**config.mk**
```make
export PLATFORM = sky130hd
export DESIGN_NAME = keyed_write_guard
export DESIGN_NICKNAME = d
export VERILOG_FILES = /design/src/rtl/keyed_write_guard_pkg.sv /design/src/rtl/guard_addr_decode.sv /design/src/rtl/guard_key_fsm.sv /design/src/rtl/guard_drop_counter.sv /design/src/rtl/keyed_write_guard.sv
export SDC_FILE = /design/constraint.sdc
export NUM_CORES = 1
export LEC_CHECK = 0
export CAP_MARGIN = 10
export CORE_MARGIN = 1
export CORE_UTILIZATION = 44
export CTS_CLUSTER_DIAMETER = 120
export DETAILED_ROUTE_END_ITERATION = 12
export PLACE_DENSITY_LB_ADDON = 0.15
export SKIP_LAST_GASP = 1
export SLEW_MARGIN = 25
export SYNTH_ARGS = -nofsm -noshare
export SYNTH_HDL_FRONTEND = slang
export SYNTH_SLANG_ARGS = --single-unit
```
**constraint.sdc**
```tcl
create_clock -name clk -period 3 [get_ports clk]
set_clock_uncertainty 0.2 [all_clocks]
set_input_delay 0.75 -clock clk [delete_from_list [all_inputs] [get_ports clk]]
set_output_delay 0.75 -clock clk [all_outputs]
set_load 0.005 [all_outputs]
```
**src/rtl/keyed_write_guard_pkg.sv**
```systemverilog
// Package: shared constants, key words, lock states and the offset map.
package keyed_write_guard_pkg;

    localparam int          DATA_W   = 32;
    localparam int          NREG     = 24;
    localparam logic [7:0]  KEY_A_OFS = 8'h6C;
    localparam logic [7:0]  KEY_B_OFS = 8'h70;
    localparam logic [31:0] KEY_A_VAL = 32'h83E7_0B13;
    localparam logic [31:0] KEY_B_VAL = 32'h95A4_F1E0;

    typedef enum logic [1:0] {
        GS_CLOSED = 2'd0,   // no valid key seen
        GS_ARMED  = 2'd1,   // first key seen, still closed
        GS_OPEN   = 2'd2    // both keys in order, writes pass
    } guard_state_t;

    // Byte offset of protected register number idx (index order is the output order)
    function automatic logic [7:0] reg_offset(input int idx);
        logic [7:0] ofs;
        if (idx < 6)        ofs = 8'(idx * 4);
        else if (idx < 12)  ofs = 8'(8'h20 + (idx - 6) * 4);
        else if (idx == 12) ofs = 8'h40;
        else if (idx == 13) ofs = 8'h44;
        else if (idx == 14) ofs = 8'h48;
        else if (idx == 15) ofs = 8'h54;
        else if (idx == 16) ofs = 8'h7C;
        else if (idx < 23)  ofs = 8'(8'h80 + (idx - 17) * 4);
        else                ofs = 8'h98;
        return ofs;
    endfunction

endpackage

```
**src/rtl/guard_addr_decode.sv**
```systemverilog
// Module: guard_addr_decode
// Purpose: combinational offset decode into one hit line per protected
//          register and one per key offset.
// Assumes: offsets are byte addresses; ADDR_W is at least 8.
module guard_addr_decode
    import keyed_write_guard_pkg::*;
#(
    parameter int ADDR_W = 8
) (
    input  logic [ADDR_W-1:0] addr,
    output logic [NREG-1:0]   reg_hit,
    output logic              key_a_hit,
    output logic              key_b_hit
);

    // One comparator per protected register, offset taken from the package map
    for (genvar g = 0; g < NREG; g++) begin : g_hit
        localparam logic [7:0] OFS = reg_offset(g);
        assign reg_hit[g] = (addr == ADDR_W'(OFS));
    end

    // Key offset comparators
    assign key_a_hit = (addr == ADDR_W'(KEY_A_OFS));
    assign key_b_hit = (addr == ADDR_W'(KEY_B_OFS));

endmodule

```
**src/rtl/guard_key_fsm.sv**
```systemverilog
// Module: guard_key_fsm
// Purpose: three-state lock machine fed by writes to the two key offsets.
// Assumes: at most one write per cycle; key hits are mutually exclusive.
module guard_key_fsm
    import keyed_write_guard_pkg::*;
(
    input  logic              clk,
    input  logic              rst_n,
    input  logic              wr_en,
    input  logic              key_a_hit,
    input  logic              key_b_hit,
    input  logic [DATA_W-1:0] wr_data,
    output logic              is_open
);

    guard_state_t state_q, state_d;

    // Next state: a correct word advances or holds, any other word closes
    always_comb begin
        state_d = state_q;
        if (wr_en && key_a_hit) begin
            if (wr_data != KEY_A_VAL)      state_d = GS_CLOSED;
            else if (state_q == GS_CLOSED) state_d = GS_ARMED;
        end else if (wr_en && key_b_hit) begin
            if (wr_data != KEY_B_VAL)      state_d = GS_CLOSED;
            else if (state_q == GS_ARMED)  state_d = GS_OPEN;
        end
    end

    // State register with synchronous reset to closed
    always_ff @(posedge clk) begin
        if (!rst_n) state_q <= GS_CLOSED;
        else        state_q <= state_d;
    end

    assign is_open = (state_q == GS_OPEN);

    // opening only ever follows a correct second-key write
    a_r3_open_after_key_b : assert property (@(posedge clk) disable iff (!rst_n)
        $rose(is_open) |-> $past(wr_en && key_b_hit && wr_data == KEY_B_VAL));

    // a zero key write always leaves the guard closed
    a_r5_zero_key_closes : assert property (@(posedge clk) disable iff (!rst_n)
        (wr_en && (key_a_hit || key_b_hit) && wr_data == '0) |=> !is_open);

    // the guard cannot open directly from the closed state
    a_r4_no_skip_key_a : assert property (@(posedge clk) disable iff (!rst_n)
        (state_q == GS_CLOSED) |=> (state_q != GS_OPEN));

endmodule

```
**src/rtl/guard_drop_counter.sv**
```systemverilog
// Module: guard_drop_counter
// Purpose: saturating count of discarded protected writes.
// Assumes: at most one increment request per cycle.
module guard_drop_counter #(
    parameter int CNT_W = 16
) (
    input  logic             clk,
    input  logic             rst_n,
    input  logic             inc,
    output logic [CNT_W-1:0] count
);

    localparam logic [CNT_W-1:0] CNT_MAX = '1;

    // Increment until all ones, then hold
    always_ff @(posedge clk) begin
        if (!rst_n)                       count <= '0;
        else if (inc && count != CNT_MAX) count <= count + CNT_W'(1);
    end

    // the count never moves by more than one per cycle, and never down
    a_r6_single_step : assert property (@(posedge clk) disable iff (!rst_n)
        1'b1 |=> (count == $past(count) || count == $past(count) + CNT_W'(1)));

    // once saturated the count stays put
    a_r10_saturate_hold : assert property (@(posedge clk) disable iff (!rst_n)
        (count == CNT_MAX) |=> (count == CNT_MAX));

endmodule

```
**src/rtl/keyed_write_guard.sv**
```systemverilog
// Module: keyed_write_guard
// Purpose: top of the write guard; decodes the offset, consults the key
//          lock and issues registered one-hot write enables.
// Assumes: single write port, one write per cycle; reads bypass this block.
module keyed_write_guard
    import keyed_write_guard_pkg::*;
#(
    parameter int ADDR_W = 8,
    parameter int CNT_W  = 16
) (
    input  logic              clk,
    input  logic              rst_n,
    input  logic              wr_en,
    input  logic [ADDR_W-1:0] wr_addr,
    input  logic [31:0]       wr_data,
    output logic [NREG-1:0]   reg_we,
    output logic [31:0]       reg_wdata,
    output logic              locked,
    output logic [CNT_W-1:0]  drop_count
);

    logic [NREG-1:0] reg_hit;
    logic            key_a_hit, key_b_hit;
    logic            is_open;
    logic            drop_req;

    guard_addr_decode #(.ADDR_W(ADDR_W)) u_decode (
        .addr      (wr_addr),
        .reg_hit   (reg_hit),
        .key_a_hit (key_a_hit),
        .key_b_hit (key_b_hit)
    );

    guard_key_fsm u_fsm (
        .clk       (clk),
        .rst_n     (rst_n),
        .wr_en     (wr_en),
        .key_a_hit (key_a_hit),
        .key_b_hit (key_b_hit),
        .wr_data   (wr_data),
        .is_open   (is_open)
    );

    // A protected write that arrives while closed is discarded and counted
    assign drop_req = wr_en && !is_open && (|reg_hit);

    guard_drop_counter #(.CNT_W(CNT_W)) u_drops (
        .clk   (clk),
        .rst_n (rst_n),
        .inc   (drop_req),
        .count (drop_count)
    );

    // Registered enable and data toward the register file
    always_ff @(posedge clk) begin
        if (!rst_n) begin
            reg_we    <= '0;
            reg_wdata <= '0;
        end else begin
            reg_we <= (wr_en && is_open) ? reg_hit : '0;
            if (wr_en) reg_wdata <= wr_data;
        end
    end

    assign locked = !is_open;

    // never more than one register enabled in a cycle
    a_r2_onehot_we : assert property (@(posedge clk) disable iff (!rst_n)
        $onehot0(reg_we));

    // nothing reaches the register file from a write made while closed
    a_r6_closed_blocks : assert property (@(posedge clk) disable iff (!rst_n)
        (wr_en && locked) |=> (reg_we == '0));

    // key writes never produce an enable
    a_r8_key_no_we : assert property (@(posedge clk) disable iff (!rst_n)
        (wr_en && (key_a_hit || key_b_hit)) |=> (reg_we == '0));

    // an enable always carries the data of the write sampled one cycle earlier
    a_r9_data_follows : assert property (@(posedge clk) disable iff (!rst_n)
        (wr_en && !locked && (|reg_hit)) |=> (reg_wdata == $past(wr_data)));

endmodule

```
# == After elaboration in Yosys (flattened, before gate mapping) ==
# Cells that the tools add are included.
# word_totals
register_bits,74
# classes
eq_ne,31
n_mux,6
n_addsub,1
reduce_logical,14
# op_table
cell,count
!= test 32 bit (second input constant),2
equality test 8 x 7 -> 1 bit (second input constant),7
equality test 8 bit (second input constant),7
equality test 8 x 6 -> 1 bit (second input constant),6
OR reduction 24 bit,1
adder 16 x 1 -> 16 bit (second input constant),1
equality test 8 x 4 -> 1 bit (second input constant),2
equality test 8 x 5 -> 1 bit (second input constant),2
!= test 16 bit (second input constant),1
two-way mux 2 bit,6
equality test 8 x 3 -> 1 bit (second input constant),1
zero test 8 bit,1
logical AND 1 bit,6
!= test 3 bit (second input constant),1
AND reduction 3 bit,1
nonzero test 3 bit,1
equality test 2 x 1 -> 1 bit (second input constant),1
equality test 2 bit (second input constant),1
zero test 2 bit,1
AND reduction 2 bit,1
nonzero test 2 bit,1
zero test 1 bit,1

# == Longest topological paths before layout ==
# Gate-level depths: netlist (run 1).
# logic_depth
depth_word,5
depth_mapped,8
ltp_nobuf,6

# == By module ==
# Synthesis (run 1) repeated with hierarchy kept, for this count alone.
# unflattened
cells_unflattened,342
area_unflattened_um2,3398.3
# modules_own_cells
mod,cells_per_inst,n_inst,area_each_um2
keyed_write_guard,163,1,1903.1
guard_drop_counter,97,1,837.1
guard_addr_decode,43,1,330.3
guard_key_fsm,39,1,327.8

# == Worst setup path after synthesis (run 1) ==
# OpenSTA, ideal clock, no wires.
# synth_path
path_type,input-to-reg
start,input port wr_addr[3]
end,register u_drops.count[10]
stages,8
arrival_time_ns,2.232
setup_ns,0.135
slack_ns,0.433
t_required_ns,2.665
path_cell_list,buf_2 -> nor4b_1 -> a32o_1 -> o21ai_2 -> a21o_1 -> buf_2 -> o311ai_0 -> o41ai_1
# synth_between
elab_chain_len,4
word_cells_on_any_way,27
cone_classes,eq/ne: 23; reduce/logical: 4
# synth_lines
item,line_no,text
from (decl),keyed_write_guard.sv:14,"input logic [ADDR_W-1:0] wr_addr,"
"equality test 8 x 3 -> 1 bit, or another cell as far along",guard_addr_decode.sv:19,assign reg_hit[g] = (addr == ADDR_W'(OFS));
OR reduction 24 bit (*),keyed_write_guard.sv:45,assign drop_req = wr_en && !is_open && (|reg_hit);
logical AND 1 bit (*),keyed_write_guard.sv:45,
logical AND 1 bit (*),guard_drop_counter.sv:18,else if (inc && count != CNT_MAX) count <= count + CNT_W'(1);
to (signal assigned),guard_drop_counter.sv:18,
to (decl),guard_drop_counter.sv:10,output logic [CNT_W-1:0] count
# Mark *: on every way between the ends. The rest lies on a longest branch, timed or not.
# A chain may end at the register's enable or synchronous reset.

# == Final worst setup path (run 1) ==
# layout_path
start,input port wr_addr[5]
end,register u_drops.count[14]
# Same word-level chain as after synthesis.

==> results of run 1 <==
-- worst paths after layout --
| check | end | from | slack, ps |
|---|---|---|---|
| max | u_drops.count[14]$_SDFFE_PN0P_ | wr_addr[5] | 160 |
| min | u_fsm.state_q[1]$_SDFFE_PN0P_ | u_fsm.state_q[0]$_SDFFE_PN0P_ | 260 |
| max reg2reg | u_drops.count[7]$_SDFFE_PN0P_ | u_drops.count[2]$_SDFFE_PN0P_ | 850 |
| min reg2reg | u_fsm.state_q[1]$_SDFFE_PN0P_ | u_fsm.state_q[0]$_SDFFE_PN0P_ | 260 |
-- layer usage --
metal  routed length [microns]  share of wire  up-vias  GRT usage
met5                         0              0        -          0
met4                       184          0.023        0      0.109
met3                       573          0.073       19     0.0652
met2                      3810           0.48      102      0.383
met1                      3310           0.42     1340      0.261
li1                          -              -     1473          -
-- worst reg2reg max path, stage by stage, from the launching register on --
cell and delay [ps]:
dfxtp_1 450, nand4_1 180, nor2_1 260, a41o_1 230
a21o_1 250, buf_4 180, buf_4 100, nor4_1 40
o21a_1 170
-- layout make-up --
class                           count  area (sq um)  share of cell area
Sequential cell                    74          1480               0.313
Multi-Input combinational cell    234          1480               0.313
Timing Repair Buffer              149          1400               0.296
Clock buffer                       10           138              0.0291
Clock inverter                      5           103              0.0217
Tap cell                           77          96.3              0.0204
Inverter                            7          26.3             0.00556
-- Yosys cell counts, drive strengths merged, types with 2 or more instances --
cell | instances | area [sq um]
nor4b | 5 | 43.8
or3 | 2 | 12.5
xnor2 | 3 | 26.3
or4b | 3 | 30.0
nor2 | 63 | 236
buf | 5 | 25.0
clkbuf | 9 | 33.8
nand4 | 6 | 37.5
a21oi | 5 | 25.0
inv | 6 | 22.5
nand3 | 9 | 45.0
nor3 | 5 | 25.0
or2 | 3 | 18.8
nand3b | 2 | 15.0
dfxtp | 74 | 1480
nor3b | 3 | 22.5
o211ai | 4 | 30.0
o31a | 3 | 26.3
a31oi | 2 | 12.5
nor4 | 7 | 43.8
nand4b | 3 | 26.3
mux2i | 35 | 350
nor2b | 2 | 12.5
o21ai | 4 | 27.5
o21a | 2 | 15.0
a21o | 2 | 15.0
nand2b | 6 | 37.5
or4 | 8 | 60.1
o31ai | 2 | 15.0
nor4bb | 2 | 20.0
nand2 | 29 | 109
-- stage by stage --
| step | hold slack, ps | setup TNS (ps) | area, sq um | util | worst slack [ps] |
|---|---|---|---|---|---|
| final | 264 | 0 | 4730 | 0.728 | 162 |
| after global routing | 317 | 0 | 4730 | 0.728 | 32.3 |
| after CTS | 270 | 0 | 4710 | 0.725 | 179 |
| after detailed placement | 256 | -1360 | 4470 | 0.688 | -185 |
| after global placement | 253 | -888 | 4470 | 0.688 | -125 |
| after floorplan | 239 | 0 | 3030 | - | 433 |
-- layout by cell type, fill, tap and decap left out, types with 3 or more instances in the layout --
master           instances
nor2_1                  63
or2_2                    3
nand4_1                  6
nor4b_1                  3
clkbuf_8                10
nand2b_1                 6
inv_1                    6
nand2_1                 29
a21oi_1                  5
clkdlybuf4s50_1        114
mux2i_1                 35
or4_1                    8
nor4_1                   7
dfxtp_1                 74
buf_4                   34
nor3_1                   5
o31a_1                   3
bufinv_16                3
nand4b_1                 3
nand3_1                  9
o211ai_1                 4
xnor2_1                  3
-- logic make-up after synthesis --
group / share of synthesized area
AND/OR/NAND/NOR: 0.273
flip-flops: 0.489
multiplexers: 0.116
AO/OA/AOI/OAI: 0.0789
buffers and inverters: 0.0281
XOR/XNOR: 0.0116
adder cells (fa/ha/maj): 0.00413
-- registers in the layout, summed over array words and instances, names as in the netlist --
signal / count
u_drops.count: 16
reg_wdata: 32
u_fsm.state_q: 2
reg_we: 24
-- power groups by stage --
stage / sequential [mW] / combinational [mW] / clock, mW
6_report: 1.02 / 0.258 / 0.928
2_1_floorplan: 1.05 / 0.0931 / 0
5_1_grt: 1.02 / 0.280 / 0.984
4_1_cts: 1.02 / 0.259 / 0.944
3_3_place_gp: 1.04 / 0.252 / 0
3_5_place_dp: 1.04 / 0.256 / 0
==> flow_summary_export.csv, run 1 <==
group,metric,value,unit
outcome,status,"complete, no violations",
power_and_ir_drop,p_sw,477,uW
setup_path,path_cells,"clkdlybuf4s50_1 > or4b_1 > o21ai_2 > o21ai_2 > a21o_1 > or4_1 > a21oi_1",
clock_network,clock_sinks,74,
setup_path,path_max_fanout,10,
global_route,antenna_found_initial,0,
place,gp_congestion,0.841,
setup_path,r2r_cells,8,
sta,hold_viol,0,
die,die-width,85.0,microns
clock_network,clk_pin_slew_worst_paths,70,ps
sta,period_share,0.946,
setup_path,critPathSlowestCell,"or4b_1",
power_and_ir_drop,fin_total_pwr,2.21,mW
synth,synth_enable_flop_cells,0,
setup_path,cpMostUsedCell,"o21ai_2",
setup_path,cp.depth,7,
setup_path,worstPathArrival,2910,ps
clock_network,post_cts_resized,0,
setup_path,crit_type,"in2reg",
route,drt-total-wl,7880,microns
global_route,grt_max_degree,40,
place,hpwl,5800,microns
clock_network,post_cts_buffers,0,
setup_path,critPathTopFamily,"simple AND/OR/NAND/NOR gates",
clock_network,cts-buffers-inserted,9,
die,ios,116,
synth,synth_ff_type,"dfxtp_1",
place,dp.cells,541,
sta,drv_slew,0,
final_layout,fin_nets,519,
synth,yosysWarningCount,0,
sta,max_slew_margin,0.660,
power_and_ir_drop,clockPowerShare,0.420,
route,wl_per_cell,14.2,microns
final_layout,n_antenna_cell,0,
die,row_count,29,
final_layout,nFillCells,514,
setup_path,slowest_delay,550,ps
power_and_ir_drop,leakagePower,1.81,nW
clock_network,cts_htree_levels,3,
global_route,grt_pass1_vias,2900,
final_layout,layout-drive-gt1-share,0.125,
place,port_buffers,115,
sta,worstMarginPinSlew,497,ps
sta,fmax,0.352,GHz
die,dieArea,7220,sq um
synth,syn_inst,329,
setup_path,worst-path-buf-inv,1,
sta,rsz0062_at_grt,"false",
run,cap_violations,0,
route,drc,0,
route,drt_pass1_iterations,4,
power_and_ir_drop,power_frac_comb,0.117,
sta,fin_crit,2840,ps
power_and_ir_drop,p_int,1.73,mW
power_and_ir_drop,peakVddDrop,0.322,mV
route,vias,2934,
clock_network,insertion_delay,340,ps
synth,ys_ff_latch,74,
power_and_ir_drop,seqPwrFrac,0.463,
global_route,track_usage,0.226,
clock_network,root_buffer,"clkbuf_8",
power_and_ir_drop,p_per_area,467,nW/um^2
hold_path,holdPathStages,2,
synth,syn_nets,373,
global_route,grt_pass1_wl,13000,microns
final_layout,area_delta_synth_final,56.0,%
die,initial_core_util,0.467,
clock_network,clk_path_buf_depth,2,
route,vias_per_cell,5.28,
hold_path,holdCritPathClass,"reg2reg",
sta,finalSetupViolCount,0,
global_route,grt.overflow.total,0,
synth,synth_cell_type_count,48,
route,postRouteAntennaNets,0,
synth,synthArstFlopShare,0,
setup_path,worstPathRequired,3070,ps
die,chipHeight,85.0,microns
clock_network,cts_hold_repair.buffers,0,
setup_path,cp-start-kind,"input port",
synth,avgSynthCellArea,9.21,sq um
synth,yosysSeqAreaShare,0.489,
clock_network,cts_tree,"built",
route,drtIter0Drc,97,
die,core-area,6490,sq um
power_and_ir_drop,p_sw_frac,0.216,
synth,synth_area,3030,sq um
final_layout,final-instance-count-excl-fill,556,
setup_path,endpoint_kind,"register",
Power figures use the tool's default switching activity.
==> run 2: changes to the inputs <==
--- a/config.mk
+++ b/config.mk
@@ -10,6 +10,7 @@
 export CORE_UTILIZATION = 44
 export CTS_CLUSTER_DIAMETER = 120
 export DETAILED_ROUTE_END_ITERATION = 12
+export GPL_ROUTABILITY_DRIVEN = 0
 export PLACE_DENSITY_LB_ADDON = 0.15
 export SKIP_LAST_GASP = 1
 export SLEW_MARGIN = 25
==> results of run 2 <==
Same layout as run 1: the final DEF is identical, and so are final timing and power.
